**config.mk**
```make
export PLATFORM = sky130hd
export DESIGN_NAME = sect_acc_core
export DESIGN_NICKNAME = d
export VERILOG_FILES = /design/src/rtl/sac_pkg.sv /design/src/rtl/sac_decode.sv /design/src/rtl/sac_alu.sv /design/src/rtl/sac_shift.sv /design/src/rtl/sect_acc_core.sv
export SDC_FILE = /design/constraint.sdc
export NUM_CORES = 1
export LEC_CHECK = 0
export ABC_AREA = 1
export BUFFER_PORTS_ARGS = -buffer_cell sky130_fd_sc_hd__buf_2
export CORE_MARGIN = 8
export CORE_UTILIZATION = 60
export DETAILED_ROUTE_END_ITERATION = 7
export PLACE_DENSITY = 0.82
export SLEW_MARGIN = 20
export SYNTH_ARGS = -nofsm -noshare
export SYNTH_HDL_FRONTEND = slang
export SYNTH_HIERARCHICAL = 1
export SYNTH_SLANG_ARGS = --single-unit
```
**constraint.sdc**
```tcl
create_clock -name clk -period 9.3 [get_ports clk]
set_clock_uncertainty 0.15 [all_clocks]
set_input_delay 1.86 -clock clk [delete_from_list [all_inputs] [get_ports clk]]
set_output_delay 1.86 -clock clk [all_outputs]
set_load 0.03 [all_outputs]
```
**src/rtl/sac_pkg.sv**
```systemverilog
package sac_pkg;

    localparam int OPC_W = 4;

    typedef enum logic [OPC_W-1:0] {
        OPC_HOP = 4'd0,  OPC_MPY = 4'd1,  OPC_SUB = 4'd2,  OPC_DIV = 4'd3,
        OPC_TNZ = 4'd4,  OPC_MPH = 4'd5,  OPC_AND = 4'd6,  OPC_ADD = 4'd7,
        OPC_TRA = 4'd8,  OPC_XOR = 4'd9,  OPC_PIO = 4'd10, OPC_STO = 4'd11,
        OPC_TMI = 4'd12, OPC_RSU = 4'd13, OPC_GRP = 4'd14, OPC_CLA = 4'd15
    } opcode_e;

    typedef enum logic [1:0] {
        ST_FETCH  = 2'd0,
        ST_DECODE = 2'd1,
        ST_EXEC   = 2'd2
    } state_e;

    typedef enum logic [2:0] {
        ALU_NONE, ALU_ADD, ALU_SUB, ALU_RSU, ALU_AND, ALU_XOR, ALU_LOAD
    } alu_e;

    typedef enum logic [1:0] {
        BR_NONE, BR_ALWAYS, BR_NZ, BR_NEG
    } br_e;

    typedef struct packed {
        alu_e alu;
        br_e  br;
        logic mem_rd;
        logic store;
        logic shift;
        logic set_sect;
        logic unimpl;
    } dec_t;

endpackage

```
**src/rtl/sac_decode.sv**
```systemverilog
module sac_decode
    import sac_pkg::*;
(
    input  logic [OPC_W-1:0] opc_i,
    input  logic [1:0]       sub_i,
    output dec_t             dec_o
);

    always_comb begin
        dec_o = '0;
        unique case (opcode_e'(opc_i))
            OPC_ADD: begin dec_o.alu = ALU_ADD;  dec_o.mem_rd = 1'b1; end
            OPC_SUB: begin dec_o.alu = ALU_SUB;  dec_o.mem_rd = 1'b1; end
            OPC_RSU: begin dec_o.alu = ALU_RSU;  dec_o.mem_rd = 1'b1; end
            OPC_AND: begin dec_o.alu = ALU_AND;  dec_o.mem_rd = 1'b1; end
            OPC_XOR: begin dec_o.alu = ALU_XOR;  dec_o.mem_rd = 1'b1; end
            OPC_CLA: begin dec_o.alu = ALU_LOAD; dec_o.mem_rd = 1'b1; end
            OPC_STO: dec_o.store = 1'b1;
            OPC_TRA: dec_o.br = BR_ALWAYS;
            OPC_TNZ: dec_o.br = BR_NZ;
            OPC_TMI: dec_o.br = BR_NEG;
            OPC_GRP: begin
                if (!sub_i[0])      dec_o.set_sect = 1'b1;
                else if (!sub_i[1]) dec_o.shift    = 1'b1;
                else                dec_o.unimpl   = 1'b1;
            end
            OPC_HOP, OPC_MPY, OPC_DIV, OPC_MPH, OPC_PIO: dec_o.unimpl = 1'b1;
        endcase
    end

endmodule

```
**src/rtl/sac_alu.sv**
```systemverilog
module sac_alu
    import sac_pkg::*;
#(
    parameter int DATA_W = 26
) (
    input  alu_e              op_i,
    input  logic [DATA_W-1:0] acc_i,
    input  logic [DATA_W-1:0] mem_i,
    output logic [DATA_W-1:0] res_o
);

    always_comb begin
        case (op_i)
            ALU_ADD:  res_o = acc_i + mem_i;
            ALU_SUB:  res_o = acc_i - mem_i;
            ALU_RSU:  res_o = mem_i - acc_i;
            ALU_AND:  res_o = acc_i & mem_i;
            ALU_XOR:  res_o = acc_i ^ mem_i;
            ALU_LOAD: res_o = mem_i;
            default:  res_o = acc_i;
        endcase
    end

endmodule

```
**src/rtl/sac_shift.sv**
```systemverilog
module sac_shift #(
    parameter int DATA_W = 26
) (
    input  logic [DATA_W-1:0] acc_i,
    input  logic              left_i,
    input  logic [1:0]        amt_i,
    output logic [DATA_W-1:0] res_o
);

    logic [1:0] amt_eff;

    always_comb begin
        amt_eff = (amt_i == 2'd3) ? 2'd2 : amt_i;
        if (amt_i == 2'd0)
            res_o = '0;
        else if (left_i)
            res_o = acc_i << amt_eff;
        else
            res_o = DATA_W'($signed(acc_i) >>> amt_eff);
    end

endmodule

```
**src/rtl/sect_acc_core.sv**
```systemverilog
module sect_acc_core
    import sac_pkg::*;
#(
    parameter int SECT_W = 4,
    parameter int WORD_W = 8,
    parameter int DATA_W = 26
) (
    input  logic                     clk,
    input  logic                     rst_n,
    output logic [SECT_W+WORD_W-1:0] mem_addr,
    output logic                     mem_rd_en,
    input  logic [DATA_W-1:0]        mem_rdata,
    output logic                     mem_wr_en,
    output logic [DATA_W-1:0]        mem_wdata,
    output logic                     retire,
    output logic                     unimpl,
    output logic [SECT_W+WORD_W-1:0] pc_o,
    output logic [DATA_W-1:0]        acc_o,
    output logic [SECT_W-1:0]        dsec_o
);

    localparam int ADDR_W = SECT_W + WORD_W;
    localparam int OPD_W  = WORD_W + 1;
    localparam int SYL_W  = OPC_W + OPD_W;

    state_e              state_q, state_d;
    logic [SYL_W-1:0]    ir_q;
    logic [ADDR_W-1:0]   pc_q;
    logic [DATA_W-1:0]   acc_q;
    logic [SECT_W-1:0]   dsec_q;

    logic [SYL_W-1:0]    instr;
    logic [OPD_W-1:0]    opd;
    dec_t                dec;
    logic [ADDR_W-1:0]   eff_addr;
    logic [ADDR_W-1:0]   pc_inc;
    logic [ADDR_W-1:0]   pc_next;
    logic                taken;
    logic [DATA_W-1:0]   alu_res;
    logic [DATA_W-1:0]   shf_res;

    // The syllable comes straight from memory while decoding, from the copy afterwards.
    assign instr = (state_q == ST_DECODE) ? mem_rdata[SYL_W-1:0] : ir_q;
    assign opd   = instr[OPD_W-1:0];

    sac_decode u_dec (
        .opc_i (instr[SYL_W-1:OPD_W]),
        .sub_i (opd[1:0]),
        .dec_o (dec)
    );

    sac_alu #(.DATA_W(DATA_W)) u_alu (
        .op_i  (dec.alu),
        .acc_i (acc_q),
        .mem_i (mem_rdata),
        .res_o (alu_res)
    );

    sac_shift #(.DATA_W(DATA_W)) u_shf (
        .acc_i  (acc_q),
        .left_i (opd[4]),
        .amt_i  (opd[3:2]),
        .res_o  (shf_res)
    );

    // Residual sector is sector zero; the top operand bit selects it.
    assign eff_addr = opd[WORD_W] ? {{SECT_W{1'b0}}, opd[WORD_W-1:0]}
                                  : {dsec_q, opd[WORD_W-1:0]};
    assign pc_inc   = pc_q + ADDR_W'(1);

    always_comb begin
        case (dec.br)
            BR_ALWAYS: taken = 1'b1;
            BR_NZ:     taken = (acc_q != '0);
            BR_NEG:    taken = acc_q[DATA_W-1];
            default:   taken = 1'b0;
        endcase
        pc_next = taken ? {pc_q[ADDR_W-1:WORD_W], opd[WORD_W-1:0]} : pc_inc;
    end

    // State register
    always_ff @(posedge clk) begin
        if (!rst_n) state_q <= ST_FETCH;
        else        state_q <= state_d;
    end

    // Next state and outputs
    always_comb begin
        state_d   = state_q;
        mem_addr  = pc_q;
        mem_rd_en = 1'b0;
        mem_wr_en = 1'b0;
        retire    = 1'b0;
        unimpl    = 1'b0;
        unique case (state_q)
            ST_FETCH: begin
                mem_rd_en = 1'b1;
                state_d   = ST_DECODE;
            end
            ST_DECODE: begin
                mem_addr  = eff_addr;
                mem_rd_en = dec.mem_rd;
                mem_wr_en = dec.store;
                unimpl    = dec.unimpl;
                retire    = !dec.mem_rd;
                state_d   = dec.mem_rd ? ST_EXEC : ST_FETCH;
            end
            ST_EXEC: begin
                mem_addr = eff_addr;
                retire   = 1'b1;
                state_d  = ST_FETCH;
            end
            default: state_d = ST_FETCH;
        endcase
    end

    // Architectural registers
    always_ff @(posedge clk) begin
        if (!rst_n) begin
            ir_q   <= '0;
            pc_q   <= '0;
            acc_q  <= '0;
            dsec_q <= '0;
        end else begin
            case (state_q)
                ST_DECODE: begin
                    ir_q <= instr;
                    if (!dec.mem_rd) pc_q <= pc_next;
                    if (dec.shift) acc_q <= shf_res;
                    if (dec.set_sect) dsec_q <= opd[2 +: SECT_W];
                end
                ST_EXEC: begin
                    acc_q <= alu_res;
                    pc_q  <= pc_inc;
                end
                default: ;
            endcase
        end
    end

    assign mem_wdata = acc_q;
    assign pc_o      = pc_q;
    assign acc_o     = acc_q;
    assign dsec_o    = dsec_q;

endmodule

```
==> out/results.txt <==
Synth-to-Final Area Change - 8.058%
number of placed I/O pins - 112
pwr dens - 138.1 nW/um2
root buffer cell - clkbuf_16
depth of the CTS H-tree - 3
final number of setup-violating endpoints - 0
maximum vdd ir drop - 0.1047 mV
status - complete, no violations
IO buf count - 111
worst-path cell chain - buf_2 > nand2_1 > nand2_1 > inv_1 > nand2_1 > o22ai_1 > nand3_1 > inv_2 > a21oi_1 > xor2_1 > inv_1 > ha_1 > nand2_1 > nor2_1 > a21boi_0 > o21ai_0 > nand3_1 > nand2_1 > nand3_1 > nand4_1 > nand2_1 > a31oi_1
Routed WL - 35.75 mm
GRT Util Overall - 34.60%
mean post-synth cell area - 5.526 um2
Layout Cells excl Fill - 2024
TritonCTS Sinks - 57
nets - 1914
Area contributors post-synth - nand2_1 21%, dfxtp_1 12%, ha_1 11%
Post-CTS Setup Inserts - 0
Die Area - 20350 um2
share of cells above drive strength 1 - 11.28%
first-pass GRT wire length - 55.64 mm
fmax - 160.0 MHz
GP Congestion - 1.027
Yosys reg bits - 57
largest area contributor in the netlist - nand2_1
initial antenna violation count - 0
buffer depth of the longest clock path - 2
Via density - 5.853
fin crit period - 6.250 ns
Synth cell types - 52
Buf/Inv on CP - 4
largest net degree at the start of global routing - 53
TritonRoute pass-1 iters - 5
Worst-Margin Slew - 1.069 ns
CP max stage cell - nand3_1
worst stage delay on the critical path - 0.76 ns
RSZ-0062 raised after global routing - false
Routed Antenna Nets - 0
critical path class - in2reg
post-cts gate resize count - 0
Clock Pin Slew Worst Setup and Hold Paths - 0.06 ns
hold slack - 0.3200 ns
Seq/Total Area, Yosys - 11.85%
final setup TNS - 0 ns
drc violations - 0
TritonCTS clock tree - built
first-iteration detailed-routing DRC count - 1338
CORE AREA - 15770 um2
Die Height - 142.7 um
relative slew slack - 28.65%
grt total ovfl - 0
most used cell along the critical path - nand2_1
syn_nets - 1853
LEAKAGE - 0.005766 uW
share of the synthesized area in the top cell type - 20.86%
CTS Buf Count - 9
n_diodes - 0
warnings from Yosys - 6
startpoint types - input port
Synth Instances - 1742
ys async rst share - 0%
cell area after synthesis - 9627 um2
Cell Rows - 46
EDFF count, synth - 0
Max FO, Critical Path - 20
delay-heaviest family, CP - simple AND/OR/NAND/NOR gates
Worst Hold Class - reg2reg
hold buffers post-CTS - 0
Critical Path RT - 9.33 ns
number of global-route vias before repair - 10720
placed wire-length estimate - 27.89 mm
DR vias - 11850
Final Util - 65.96%
dominant synthesized flop cell - dfxtp_1
maxcap violations - 0
DP Cell Count - 2007
final hold vios - 0
Worst Path Arrival - 6.28 ns
max-slew violations - 0
clk_lat worst skew - 0.34 ns
DR WL/cell - 17.66 um
CP endpoint kind - flip-flop
Initial Utilization - 61.04%
Final period util - 67.21%
Die X - 142.7 um
[layout make-up]
cell class	count	area, um2
Timing Repair Buffer	122	645.6
Inverter	269	1010
Fill cell	1605	5368
Tap cell	216	270.3
Clock buffer	10	239.0
Multi-Input combinational cell	1344	7054
Sequential cell	57	1141
Clock inverter	6	42.54
[placed cells by master, fill, tap and decap left out, drive strengths merged, types with 3 or more instances in the layout]
cell    synthesis  final
nand2         545    545
inv           268    269
nor2          191    191
nand3         148    148
buf            54    122
o21ai          94     94
ha             81     81
a21oi          75     75
dfxtp          57     57
nand4          47     47
a31oi          27     27
xor2           21     21
a221oi         21     21
or2            19     19
nor3           15     15
clkbuf         18     10
xnor2           9      9
o21bai          8      8
and2            8      8
a21boi          7      7
o211ai          4      4
clkinv          1      4
mux2i           3      3
nand3b          3      3
[stage by stage]
stage | total power, uW | setup WS (ns) | instance area [um2]
detailed placement | 1095 | 2.934 | 10110
CTS | 1415 | 3.296 | 10390
global route | 1545 | 2.678 | 10400
global placement | 1083 | 3.099 | 10110
finish | 1436 | 3.050 | 10400
floorplan | 903.5 | 4.042 | 9627
[per-layer routing]
layer	vias to the layer above	share of wire [%]	routed length (um)	global-route usage, %
met3	113	9.8	3493	5.442
met4	0	5.7	2047	20.36
met1	5348	41	14630	44.44
met5	-	0	0	0
li1	5716	-	-	-
met2	670	44	15570	53.78
[synth_stat cells, types with 9 or more instances]
cell type	instances
a221oi_1	21
nand2_2	10
nand3_1	145
buf_2	21
a21oi_1	75
nor2_1	179
or2_2	17
a31oi_1	27
xor2_1	21
dfxtp_1	57
nand2_1	535
o21ai_1	24
inv_1	255
clkbuf_1	18
buf_4	32
o21ai_0	70
nand4_1	46
inv_2	13
xnor2_1	9
ha_1	81
[registers in the layout (all words and copies together), names as in the netlist]
name     count
dsec_o       4
state_q      2
acc_o       26
ir_q        13
pc_o        12
[worst paths after layout]
kind / slack (ns) / cells past startpoint / endpoint / startpoint
min: 0.32 / 2 / ir_q[10]$_SDFFE_PN0P_ / ir_q[10]$_SDFFE_PN0P_
max: 3.05 / 22 / acc_o[18]$_SDFFE_PN0P_ / mem_rdata[12]
min reg2reg: 0.32 / 2 / ir_q[10]$_SDFFE_PN0P_ / ir_q[10]$_SDFFE_PN0P_
max reg2reg: 3.89 / 23 / acc_o[18]$_SDFFE_PN0P_ / state_q[1]$_SDFF_PN0_
[worst min-delay path, stage by stage, from the launching register on]
cell and delay (ns):
dfxtp_1 0.29, nand2_1 0.07, a21oi_1 0.06
[cells by family after synthesis]
| logic type | synth area share, % |
|---|---|
| adders and majority gates | 10.94 |
| xor gates and xnor gates | 2.729 |
| and+or+nand+nor | 44.20 |
| muxes | 0.3119 |
| AOI/OAI and AO/OA | 15.06 |
| DFF | 11.85 |
| buffers and inverters | 14.89 |
[report_power, final]
group / leakage (uW) / internal (uW) / switching [uW]
registers: 0.000464 / 257 / 21.7
clock network: 0.000135 / 188 / 131
logic: 0.00517 / 271 / 568
total: 0.00577 / 716 / 721
Note: power is estimated with default switching activity, not from simulation.
